**config.mk**
```make
export PLATFORM = sky130hd
export DESIGN_NAME = sec_bcd_counter
export DESIGN_NICKNAME = d
export VERILOG_FILES = /design/src/rtl/scc_pkg.sv /design/src/rtl/scc_in_sync.sv /design/src/rtl/scc_tick_div.sv /design/src/rtl/scc_bcd_digit.sv /design/src/rtl/sec_bcd_counter.sv
export SDC_FILE = /design/constraint.sdc
export NUM_CORES = 1
export LEC_CHECK = 0
export BUFFER_PORTS_ARGS = -buffer_cell sky130_fd_sc_hd__clkbuf_2
export CORE_ASPECT_RATIO = 0.6
export CORE_MARGIN = 5
export CORE_UTILIZATION = 53
export CTS_CLUSTER_SIZE = 30
export DETAILED_ROUTE_END_ITERATION = 8
export PLACE_DENSITY = 0.71
export SLEW_MARGIN = 20
export SYNTH_ARGS = -nofsm -noshare
export SYNTH_HDL_FRONTEND = slang
export SYNTH_SLANG_ARGS = --single-unit
```
**constraint.sdc**
```tcl
create_clock -name clk -period 2.7 [get_ports clk]
set_clock_uncertainty 0.15 [all_clocks]
set_input_delay 0.27 -clock clk [delete_from_list [all_inputs] [get_ports clk]]
set_output_delay 0.27 -clock clk [all_outputs]
set_load 0.05 [all_outputs]
```
**src/rtl/scc_pkg.sv**
```systemverilog
package scc_pkg;

  typedef enum logic {
    CNT_DOWN = 1'b0,
    CNT_UP   = 1'b1
  } cnt_dir_e;

  // Next value of one modulo digit, given its top value and the direction.
  function automatic int digit_step(input int cur, input int top, input logic up);
    int nxt;
    if (up) begin
      nxt = (cur >= top) ? 0 : cur + 1;
    end else begin
      nxt = (cur == 0) ? top : cur - 1;
    end
    return nxt;
  endfunction

  // Width of a digit register able to hold 0..top.
  function automatic int digit_width(input int top);
    return (top < 1) ? 1 : $clog2(top + 1);
  endfunction

endpackage

```
**src/rtl/scc_in_sync.sv**
```systemverilog
module scc_in_sync #(
  parameter int WIDTH  = 2,
  parameter int STAGES = 1
) (
  input  logic             clk,
  input  logic [WIDTH-1:0] d,
  output logic [WIDTH-1:0] q
);

  logic [STAGES-1:0][WIDTH-1:0] pipe;

  always_ff @(posedge clk) begin
    pipe[0] <= d;
  end

  generate
    for (genvar s = 1; s < STAGES; s++) begin : g_stage
      always_ff @(posedge clk) begin
        pipe[s] <= pipe[s-1];
      end
    end
  endgenerate

  assign q = pipe[STAGES-1];

endmodule

```
**src/rtl/scc_tick_div.sv**
```systemverilog
module scc_tick_div #(
  parameter int PERIOD = 16_000_000
) (
  input  logic clk,
  input  logic rst,
  output logic tick
);

  localparam int CNT_W = (PERIOD < 2) ? 1 : $clog2(PERIOD);
  localparam logic [CNT_W-1:0] LAST = CNT_W'(PERIOD - 1);

  logic [CNT_W-1:0] cnt;

  assign tick = (cnt == LAST);

  always_ff @(posedge clk) begin
    if (rst || tick) begin
      cnt <= '0;
    end else begin
      cnt <= cnt + 1'b1;
    end
  end

endmodule

```
**src/rtl/scc_bcd_digit.sv**
```systemverilog
module scc_bcd_digit
  import scc_pkg::*;
#(
  parameter int TOP = 9,
  parameter int W   = digit_width(TOP)
) (
  input  logic         clk,
  input  logic         rst,
  input  logic         en,
  input  logic         up,
  output logic [W-1:0] q,
  output logic         carry
);

  logic [W-1:0] nxt;
  logic         at_top;
  logic         at_zero;

  assign at_top  = (q == W'(TOP));
  assign at_zero = (q == '0);
  assign carry   = en && (up ? at_top : at_zero);

  always_comb begin
    nxt = W'(digit_step(int'(q), TOP, up));
  end

  always_ff @(posedge clk) begin
    if (rst) begin
      q <= '0;
    end else if (en) begin
      q <= nxt;
    end
  end

endmodule

```
**src/rtl/sec_bcd_counter.sv**
```systemverilog
module sec_bcd_counter
  import scc_pkg::*;
#(
  parameter bit TICK_INTERNAL = 1'b1,
  parameter int TICK_PERIOD   = 16_000_000,
  parameter int LO_TOP        = 9,
  parameter int HI_TOP        = 5,
  parameter int SYNC_STAGES   = 1
) (
  input  logic                                  clk,
  input  logic                                  rst_in,
  input  logic                                  dir_in,
  input  logic                                  tick_in,
  output logic [scc_pkg::digit_width(LO_TOP)-1:0] digit_lo,
  output logic [scc_pkg::digit_width(HI_TOP)-1:0] digit_hi
);

  localparam int LO_W = digit_width(LO_TOP);
  localparam int HI_W = digit_width(HI_TOP);

  logic rst_s;
  logic dir_s;
  logic tick;
  logic lo_carry;
  logic hi_carry;

  // One register stage on the asynchronous control pins.
  scc_in_sync #(
    .WIDTH  (2),
    .STAGES (SYNC_STAGES)
  ) u_sync (
    .clk (clk),
    .d   ({rst_in, dir_in}),
    .q   ({rst_s, dir_s})
  );

  generate
    if (TICK_INTERNAL) begin : g_int_tick
      scc_tick_div #(
        .PERIOD (TICK_PERIOD)
      ) u_div (
        .clk  (clk),
        .rst  (rst_s),
        .tick (tick)
      );
    end else begin : g_ext_tick
      assign tick = tick_in;
    end
  endgenerate

  scc_bcd_digit #(
    .TOP (LO_TOP),
    .W   (LO_W)
  ) u_lo (
    .clk   (clk),
    .rst   (rst_s),
    .en    (tick),
    .up    (dir_s),
    .q     (digit_lo),
    .carry (lo_carry)
  );

  // High digit is enabled only by the low digit's direction-dependent terminal.
  scc_bcd_digit #(
    .TOP (HI_TOP),
    .W   (HI_W)
  ) u_hi (
    .clk   (clk),
    .rst   (rst_s),
    .en    (lo_carry),
    .up    (dir_s),
    .q     (digit_hi),
    .carry (hi_carry)
  );

  logic unused_hi_carry;
  assign unused_hi_carry = hi_carry;

endmodule

```
## Word level (Yosys, flattened, before mapping)

Cells that the tools add are included.

- Equal/unequal tests: 2
- Bitwise logic cells: 0
- $lt $le $gt $ge: 2
- Muxes and demuxes: 7
- Div/mod/pow operators: 0
- Reduce and logical (&&, ||, !) cells: 5
- Add/subtract/negate cells: 5
- Shifts and indexed selects: 0
- Multipliers: 0

Operators by type and width:

| cell | number |
|---|---|
| $add A24 B1 Y24 const B | 1 |
| $eq A24 B24 Y1 const B | 1 |
| $mux W4 | 3 |
| $mux W3 | 3 |
| $logic_not A4 Y1 | 2 |
| $add A4 B1 Y4 const B | 1 |
| $eq A4 B4 Y1 const B | 1 |
| $ge A4 B4 Y1 const B | 1 |
| $sub A4 B1 Y4 const B | 1 |
| $add A3 B1 Y3 const B | 1 |
| $ge A3 B3 Y1 const B | 1 |
| $logic_not A3 Y1 | 1 |
| $sub A3 B1 Y3 const B | 1 |
| $logic_and A1 B1 Y1 | 1 |
| $logic_or A1 B1 Y1 | 1 |
| $mux W1 | 1 |

- Memory bits (writable): 0
- Register bits: 33
- Memories: 0
- Bits of input ports: 4
- Output and inout bits: 7
- Logic and storage cells: 25
- Bits in read-only memories: 0
- Latch bits: 0

## Longest topological paths before layout

Gate-level depths: netlist of the first run.

- Word-level depth: 3
- Gate-level depth with buffers: 6
- Depth with buffers taken out: 6

## By module

A second synthesis of the first run with hierarchy kept.

- Cells, all modules: 223
- Area, all modules: 1984.4 sq um

Modules (own cells, without submodules):

| module | times used | area an instance (sq um) | cells an instance |
|---|---|---|---|
| scc_tick_div | 1 | 1266.2 | 142 |
| scc_bcd_digit (u_lo) | 1 | 399.1 | 45 |
| scc_bcd_digit (u_hi) | 1 | 279.0 | 34 |
| scc_in_sync | 1 | 40.0 | 2 |

## Least setup slack after synthesis of the first run

No wires, ideal clock.

- Path kind: reg-to-reg
- From: register u_lo.q[1]
- To: register u_hi.q[0]
- Clock period less this slack: 2.357 ns
- Slack: 0.343 ns
- Path buffers: 0
- Setup time: 0.106 ns
- Required time: 2.444 ns
- Stages on the path, launching flop included: 7
- Arrival: 2.101 ns
- Cells stage by stage: dfxtp_1 inv_1 ha_1 or4b_2 a2111oi_0 nand3_1 o311ai_0

- Longest elaborated chain between the ends: 3
- Elaborated cells on any way between the ends: 4

RTL lines:

| element | RTL line | RTL |
|---|---|---|
| start: declaration | scc_bcd_digit.sv:11 | `output logic [W-1:0] q,` |
| start signal: assignment | scc_bcd_digit.sv:31 | `q <= nxt;` |
| $eq A4 B4 Y1 / $logic_not A4 Y1 (equally long branches) | scc_bcd_digit.sv:19, scc_bcd_digit.sv:20 |  |
| $mux W1 (*) | scc_bcd_digit.sv:21 | `assign carry = en && (up ? at_top : at_zero);` |
| $logic_and A1 B1 Y1 (*) | scc_bcd_digit.sv:21 |  |
| end signal: assignment | scc_bcd_digit.sv:31 |  |
| end: declaration | scc_bcd_digit.sv:11 |  |

Mark *: on every way between the ends. The rest lies on a longest branch, timed or not.
A chain may end at the register's enable or synchronous reset.

## Worst setup path after layout of the first run

Same ends and word-level chain as after synthesis.

==> reports/qor.txt, run 1 <==
Worst Setup Start Kind -> register
Avg WL per Cell -> 14.3 um
vias per std cell -> 5.95
deepest clock path buffer count -> 2
Final Cycle Share -> 85.3%
ANT nets after route -> 0
crit path max-delay cell type -> or4b_2
CTS Root Cell -> clkbuf_8
RR Endpoint -> u_hi.q[0]
CTS resizes -> 0
P per Cell Area -> 506 nW/um^2
hold_sp -> g_int_tick.u_div.cnt[0]
clk sinks -> 33
maximum fanout along the worst path -> 7
Slew HR -> 66.7%
unrepaired setup endpoints after global routing -> no
GRT overflow -> 0
Seq pwr share -> 49.9%
Mapped Cells -> 207
Comb power frac -> 2.9%
Post-CTS Hold Buffers -> 2
switching share of power -> 22.1%
Initial DRC Count -> 84
cell chain of the critical path -> inv_1 -> ha_1 -> or4b_2 -> a2111oi_0 -> nand3_1 -> o311ai_0
Hold Path Stages -> 1
worst slack, placed -> 0.420 ns
ant diodes -> 0
vias -> 1576
final hold slack -> 0.327 ns
most common cell after layout, fill and taps aside -> dfxtp_1
EDFF count, synth -> 0
hpwl dp -> 2.71 mm
CTS Buf Count -> 5
CTS H-Tree Depth -> 2
most frequent cells in the layout -> dfxtp_1 (33), nor2_1 (18), a21oi_1 (14), nand3_1 (12), nand2_1 (11)
Reg clk slew, reported paths -> 0.07 ns
Pre-Repair DR Iteration Count -> 4
worst r2r path cells -> 6
first-pass GRT wire length -> 6.79 mm
total of max-cap violations -> 0
post-layout instance area -> 1980 sq um
async set-reset flop share out of synthesis -> 0%
R2R Setup Slk -> 0.40 ns
DP Area -> 1840 sq um
setup bufs post-CTS -> 0
Synth area leader -> dfxtp_1
maximum VDD drop -> 0.334 mV
FF+latch count, synth -> 33
Die Height -> 54.6 um
Final setup viols -> 0
switching power -> 222 uW
top_reg_cell synth -> dfxtp_1
required time worst endpoint -> 2.74 ns
initial antenna violation count -> 0
YS warnings -> 0
status -> finished clean
IO buf count -> 9
Mean Syn Cell Area -> 8.47 sq um
# IOs -> 11
Final GP Congestion -> 0.875
Layout Nets -> 232
pin count of the biggest net entering global routing -> 21
Worst Hold Endpoint -> g_int_tick.u_div.cnt[0]
worst setup margin -> 0.397 ns
Starting Density -> 54.4%
min Tclk post-route -> 2.30 ns
final wirelength -> 3.79 mm
slowest stage delay, CP -> 0.64 ns
clock tree from TritonCTS -> yes
Total GRT Usage -> 18.8%
leak pwr -> 0.701 nW
worst r2r src -> u_lo.q[1]
Cell Area, Synth -> 1750 sq um
layout cell share with drive strength beyond 1 -> 10.5%
HP Class -> reg2reg
Clk network pwr share -> 47.2%
top-area cell type share of the netlist area -> 37.7%
Crit. End Element -> register
Layout area overhead -> 12.8%
f_max -> 0.434 GHz
row cnt -> 16
Final Slew Violations -> 0
Filler cells -> 284
full die area -> 4600 sq um
drt drc -> 0
Data arrival, critical path -> 2.34 ns
number of global-route vias before repair -> 1467
Synthesized Nets -> 220
Fin. Hold Viols -> 0
Least-Margin Pin Slew -> 0.499 ns
post-synthesis cell type count -> 42
setup TNS -> 0 ns
crit path kind -> reg2reg
Clock Latency Late Sink -> 0.29 ns
Synth area leaders -> dfxtp_1 (38%), ha_1 (6.4%), xnor2_1 (4.5%)
P_int -> 780 uW
die span in x -> 84.3 um
sequential area share after synthesis -> 37.7%
Core Footprint -> 3220 sq um
-- logic make-up after synthesis --
| family | count (synthesis) | synth area share, % |
|---|---|---|
| DFF | 33 | 37.7 |
| buffers and inverters | 20 | 4.49 |
| and+or+nand+nor | 80 | 24.8 |
| adders and majority gates | 9 | 6.42 |
| AOI/OAI and AO/OA | 50 | 18.9 |
| xor gates and xnor gates | 12 | 5.99 |
| muxes | 3 | 1.71 |
-- worst max path at each step --
| stage | depth (start not counted) | from | end | slack [ns] |
|---|---|---|---|---|
| global route | 6 | u_lo.q[1] | u_hi.q[0] | 0.18 |
| floorplan | 6 | u_lo.q[1] | u_hi.q[0] | 0.34 |
| CTS | 5 | g_int_tick.u_div.cnt[0] | g_int_tick.u_div.cnt[22] | 0.40 |
| detailed placement | 6 | u_lo.q[1] | u_hi.q[0] | 0.42 |
| global placement | 5 | g_int_tick.u_div.cnt[0] | g_int_tick.u_div.cnt[22] | 0.49 |
| finish | 6 | u_lo.q[1] | u_hi.q[0] | 0.40 |
-- critical path: cells and delay by family (launching register included) --
| kind | cells | cell delay [ns] |
|---|---|---|
| fa+ha+maj | 1 | 0.26 |
| buf+inv | 1 | 0.15 |
| simple gates | 2 | 0.76 |
| flops | 1 | 0.38 |
| compound gates | 2 | 0.51 |
-- layer usage --
| layer | part of all wire [%] | GRT usage [%] | wire length (um) |
|---|---|---|---|
| met3 | 6.0 | 5.11 | 229 |
| met1 | 51 | 25.3 | 1930 |
| met2 | 42 | 29.1 | 1590 |
| met5 | 0 | 0 | 0 |
| met4 | 1.3 | 7.49 | 49 |
-- final cells by class --
cell class                 instances  area (sq um)  area share, %
multi-input combinational        154          1010           51.3
sequential                        33           661           33.4
timing repair buffer              15          95.1           4.80
clock buffer                       5          68.8           3.48
tap                               45          56.3           2.84
clock inverter                     3          46.3           2.34
inverter                          10          37.5           1.90
-- metrics by stage --
stage | total power, mW | util [%] | instances
after floorplan | 0.528 | - | 207
after global placement | 0.537 | 57.2 | 255
after detailed placement | 0.537 | 57.2 | 255
after CTS | 1.01 | 61.4 | 265
after global routing | 1.04 | 61.4 | 265
final | 1.00 | 61.4 | 265
-- Yosys cell counts, drive strengths merged, types with 4 or more instances --
library cell and number:
a21oi 14, and3 4, clkbuf 7, dfxtp 33
ha 9, inv 10, nand2 11, nand3 12
nand4 6, nor2 18, nor4 5, o21ai 11
o31ai 4, or3 8, or4 5, xnor2 9
-- flip-flops by register name, summed over array words and instances, names as in the netlist --
signal / count
u_lo.q: 4
u_hi.q: 3
u_sync.q: 2
g_int_tick.u_div.cnt: 24
-- power groups by stage --
stage	sequential [mW]	combinational, mW	clock, mW
2_1_floorplan	0.507	0.0215	0
3_3_place_gp	0.511	0.0257	0
3_5_place_dp	0.511	0.0259	0
4_1_cts	0.500	0.0285	0.484
5_1_grt	0.501	0.0326	0.506
6_report	0.500	0.0287	0.473
No activity file was read; power rests on OpenSTA's default activity.
==> run 2: changes to the inputs <==
Settings changed: SYNTH_HIERARCHICAL set to 1.
==> reports/qor.txt, run 2 <==
IO buf count -> 9
row cnt -> 17
required time worst endpoint -> 2.78 ns
vias per std cell -> 5.90
multi-input combinational cell area -> 1180 sq um
YS warnings -> 6
Synthesized Nets -> 233
maximum VDD drop -> 0.303 mV
Final Slew Violations -> 0
die span in x -> 88.7 um
CTS Buf Count -> 5
worst r2r path cells -> 10
status -> finished clean
final wirelength -> 4.08 mm
final hold slack -> 0.305 ns
initial antenna violation count -> 0
Largest regs -> g_int_tick.u_div/cnt x24, u_lo/q x4, u_hi/q x3
layout cell share with drive strength beyond 1 -> 14.8%
CTS resizes -> 0
RR Endpoint -> u_hi/q[1]
Die Height -> 57.2 um
worst r2r src -> g_int_tick.u_div/cnt[0]
most frequent cells in the layout -> dfxtp_1 (33), nor2_1 (25), a21oi_1 (12), nand4_1 (11)
Cell Area, Synth -> 1970 sq um
CTS Root Cell -> clkbuf_8
most common cell after layout, fill and taps aside -> dfxtp_1
full die area -> 5080 sq um
Avg WL per Cell -> 14.4 um
unrepaired setup endpoints after global routing -> no
Reg clk slew, reported paths -> 0.07 ns
Worst Hold Endpoint -> g_int_tick.u_div/cnt[0]
total of max-cap violations -> 0
DP Area -> 2030 sq um
min Tclk post-route -> 2.32 ns
ANT nets after route -> 0
Layout area overhead -> 8.19%
Pre-Repair DR Iteration Count -> 4
GRT overflow -> 0
hpwl dp -> 2.87 mm
Total GRT Usage -> 17.8%
Mean Syn Cell Area -> 8.92 sq um
drt drc -> 0
Final GP Congestion -> 0.809
Clock Latency Late Sink -> 0.28 ns
Final Cycle Share -> 86.0%
CTS H-Tree Depth -> 2
Layout Nets -> 248
Core Footprint -> 3640 sq um
ant diodes -> 0
crit path kind -> reg2reg
# IOs -> 11
f_max -> 0.431 GHz
Fin. Hold Viols -> 0
Slew HR -> 45.9%
hold_sp -> g_int_tick.u_div/cnt[0]
Crit. End Element -> register
Worst Setup Start Kind -> register
vias -> 1676
number of global-route vias before repair -> 1402
Starting Density -> 54.2%
Biggest register -> g_int_tick.u_div/cnt
deepest clock path buffer count -> 2
Least-Margin Pin Slew -> 0.811 ns
Hold Path Stages -> 1
Filler cells -> 319
post-layout power -> 882 uW
maximum fanout along the worst path -> 6
first-pass GRT wire length -> 7.02 mm
Mapped Cells -> 221
setup TNS -> 0 ns
Final setup viols -> 0
clk sinks -> 33
pin count of the biggest net entering global routing -> 25
Largest register FFs -> 24
clock tree from TritonCTS -> yes
leak pwr -> 0.778 nW
post-layout instance area -> 2130 sq um
R2R Setup Slk -> 0.38 ns
Initial DRC Count -> 181
Data arrival, critical path -> 2.40 ns
Reg area -> 661 sq um
P per Cell Area -> 413 nW/um^2
HP Class -> reg2reg
-- run 2: area by class of cell --
| cell class | count | area share (%) |
|---|---|---|
| Clock buffer | 6 | 3.40 |
| Clock inverter | 2 | 0.469 |
| Inverter | 10 | 1.76 |
| Multi-Input combinational cell | 168 | 55.1 |
| Sequential cell | 33 | 31.0 |
| Tap cell | 47 | 2.76 |
| Timing Repair Buffer | 18 | 5.51 |
-- run 2: what timing repair did --
action | 4_1_cts | 5_1_grt
hold buffers | 2 | 0
buffers inserted | 0 | 0
endpoints found under the hold margin | 2 | 0
-- run 2: power breakdown --
| part | total, mW | switching (mW) | internal (mW) |
|---|---|---|---|
| Sequential | 0.504 | 0.0115 | 0.492 |
| Combinational | 0.0193 | 0.00940 | 0.00985 |
| Clock | 0.359 | 0.181 | 0.179 |
| Total | 0.882 | 0.202 | 0.680 |
-- run 2: worst max-delay path: stages, from the launching register on --
cell and delay [ns]:
dfxtp_1 0.36, ha_1 0.21, and4_1 0.24, nand4_1 0.13, nor2_1 0.20, inv_1 0.10, nor3_1 0.20, buf_4 0.17
nand2_1 0.07, nor4bb_1 0.30, a211o_1 0.14
-- run 2: per-layer routing --
| layer | track usage, % | wire length (um) |
|---|---|---|
| met1 | 30.3 | 2280 |
| met2 | 19.2 | 1440 |
| met3 | 5.92 | 319 |
| met4 | 5.82 | 33 |
| met5 | 0 | 0 |
-- run 2: worst max-delay path by stage --
stage | to | cells past startpoint | startpoint
2_1_floorplan | u_hi/q[1] | 9 | g_int_tick.u_div/cnt[15]
3_3_place_gp | u_hi/q[1] | 10 | g_int_tick.u_div/cnt[0]
3_5_place_dp | u_hi/q[1] | 10 | g_int_tick.u_div/cnt[0]
4_1_cts | u_hi/q[1] | 10 | g_int_tick.u_div/cnt[0]
5_1_grt | u_hi/q[1] | 9 | g_int_tick.u_div/cnt[18]
6_report | u_hi/q[1] | 10 | g_int_tick.u_div/cnt[0]
-- run 2: stage by stage --
stage          utilization, %  std cells  setup slack, ns
6_report                 58.7        284            0.378
5_1_grt                  58.7        284           0.0747
4_1_cts                  58.7        284            0.368
3_5_place_dp             55.8        274            0.400
3_3_place_gp             55.8        274            0.417
2_1_floorplan               -        221            0.181
==> run 3: changes to the inputs <==
Settings changed: CORE_UTILIZATION 53 to 30, PLACE_DENSITY 0.71 to not set.
==> reports/qor.txt, run 3 (synthesis gave the netlist of run 2 again) <==
status -> finished clean
most frequent cells in the layout -> dfxtp_1 (33), nor2_1 (25), a21oi_1 (12), nand4_1 (11)
Finished Layout Cells -> 321
GRT overflow -> 0
IO buf count -> 9
Comb power frac -> 2.2%
setup TNS -> 0 ns
Inst Count DP -> 311
CTS Buf Count -> 5
Total GRT Usage -> 11.2%
full die area -> 8350 sq um
Final Slew Violations -> 0
Largest regs -> g_int_tick.u_div/cnt x24, u_lo/q x4, u_hi/q x3
Avg WL per Cell -> 13.6 um
Clock Latency Late Sink -> 0.29 ns
required time worst endpoint -> 2.78 ns
CTS resizes -> 0
unrepaired setup endpoints after global routing -> no
vias -> 1705
most common cell after layout, fill and taps aside -> dfxtp_1
total of max-cap violations -> 0
clk sinks -> 33
Pre-Repair DR Iteration Count -> 4
Final Cycle Share -> 87.5%
clock tree from TritonCTS -> yes
min Tclk post-route -> 2.36 ns
Largest register FFs -> 24
P_int -> 685 uW
Layout area overhead -> 10.4%
ant diodes -> 0
ANT nets after route -> 0
switching share of power -> 23.0%
leak pwr -> 0.773 nW
Starting Density -> 31.6%
Slew HR -> 38.6%
crit path kind -> reg2reg
R2R Setup Slk -> 0.34 ns
Data arrival, critical path -> 2.44 ns
HP Class -> reg2reg
maximum fanout along the worst path -> 7
first-pass GRT wire length -> 7.56 mm
Worst Setup Start Kind -> register
Reg clk slew, reported paths -> 0.07 ns
Final setup viols -> 0
row cnt -> 22
Biggest register -> g_int_tick.u_div/cnt
CTS H-Tree Depth -> 2
Seq pwr share -> 56.7%
drt drc -> 0
CTS Root Cell -> clkbuf_8
deepest clock path buffer count -> 2
Final GP Congestion -> 0.828
P per Cell Area -> 409 nW/um^2
Die Height -> 72.8 um
Least-Margin Pin Slew -> 0.920 ns
layout cell share with drive strength beyond 1 -> 13.9%
Clk network pwr share -> 41.1%
hpwl dp -> 3.08 mm
Fin. Hold Viols -> 0
vias per std cell -> 5.31
f_max -> 0.423 GHz
maximum VDD drop -> 0.216 mV
final wirelength -> 4.36 mm
number of global-route vias before repair -> 1553
initial antenna violation count -> 0
die span in x -> 115 um
Crit. End Element -> register
# IOs -> 11
Core Footprint -> 6250 sq um
pin count of the biggest net entering global routing -> 25
Initial DRC Count -> 70
Layout Nets -> 248
switching power -> 204 uW
run 3: path summary, 6_finish.rpt:
check	start	end	depth (start not counted)
worst max-delay path	g_int_tick.u_div/cnt[17]	u_hi/q[1]	9
worst min-delay path	g_int_tick.u_div/cnt[0]	g_int_tick.u_div/cnt[0]	1
worst max register to register	g_int_tick.u_div/cnt[17]	u_hi/q[1]	9
worst min register to register	g_int_tick.u_div/cnt[0]	g_int_tick.u_div/cnt[0]	1
run 3: stage by stage:
| stage | utilization [%] | area, sq um | total power, mW | setup slack, ns | hold slack [ns] |
|---|---|---|---|---|---|
| 6_report | 34.8 | 2180 | 0.889 | 0.337 | 0.317 |
| 5_1_grt | 34.8 | 2180 | 0.923 | 0.114 | 0.355 |
| 4_1_cts | 34.8 | 2180 | 0.900 | 0.378 | 0.317 |
| 3_5_place_dp | 33.2 | 2080 | 0.532 | 0.408 | 0.226 |
| 3_3_place_gp | 33.2 | 2080 | 0.532 | 0.418 | 0.226 |
| 2_1_floorplan | - | 1970 | 0.528 | 0.181 | 0.148 |
run 3: timing repair:
item                      4_1_cts  5_1_grt
setup buffers                   0        0
hold endpoints to repair        2        0
hold buffers                    2        0
run 3: per-layer routing:
layer | track usage (%) | share of wire (%)
met1 | 17.9 | 57
met2 | 13.7 | 36
met3 | 3.07 | 6.7
met4 | 3.56 | 0.76
met5 | 0 | 0
run 3: power by group through the flow:
| stage | Combinational, mW | Clock [mW] | Sequential [mW] |
|---|---|---|---|
| after floorplan | 0.0194 | 0 | 0.509 |
| after global placement | 0.0172 | 0 | 0.515 |
| after detailed placement | 0.0174 | 0 | 0.515 |
| after CTS | 0.0197 | 0.376 | 0.504 |
| after global routing | 0.0229 | 0.395 | 0.505 |
| final | 0.0197 | 0.366 | 0.504 |
run 3: final cells by class:
type                    count  area, sq um
clock buffers               8         80.1
repair buffers             18          118
fillers                   633         4070
multi-input cells         168         1180
well taps                  84          105
flip-flops and latches     33          661
inverters                  10         37.5
run 3: worst max-delay path, stage by stage (launching register included):
cell and delay (ns):
dfxtp_1 0.37, nor4b_1 0.38, nand4_1 0.18, nor2_1 0.22, inv_1 0.14, nor3_1 0.21, buf_4 0.17, nand2_1 0.06
nor4bb_1 0.28, a211o_1 0.14
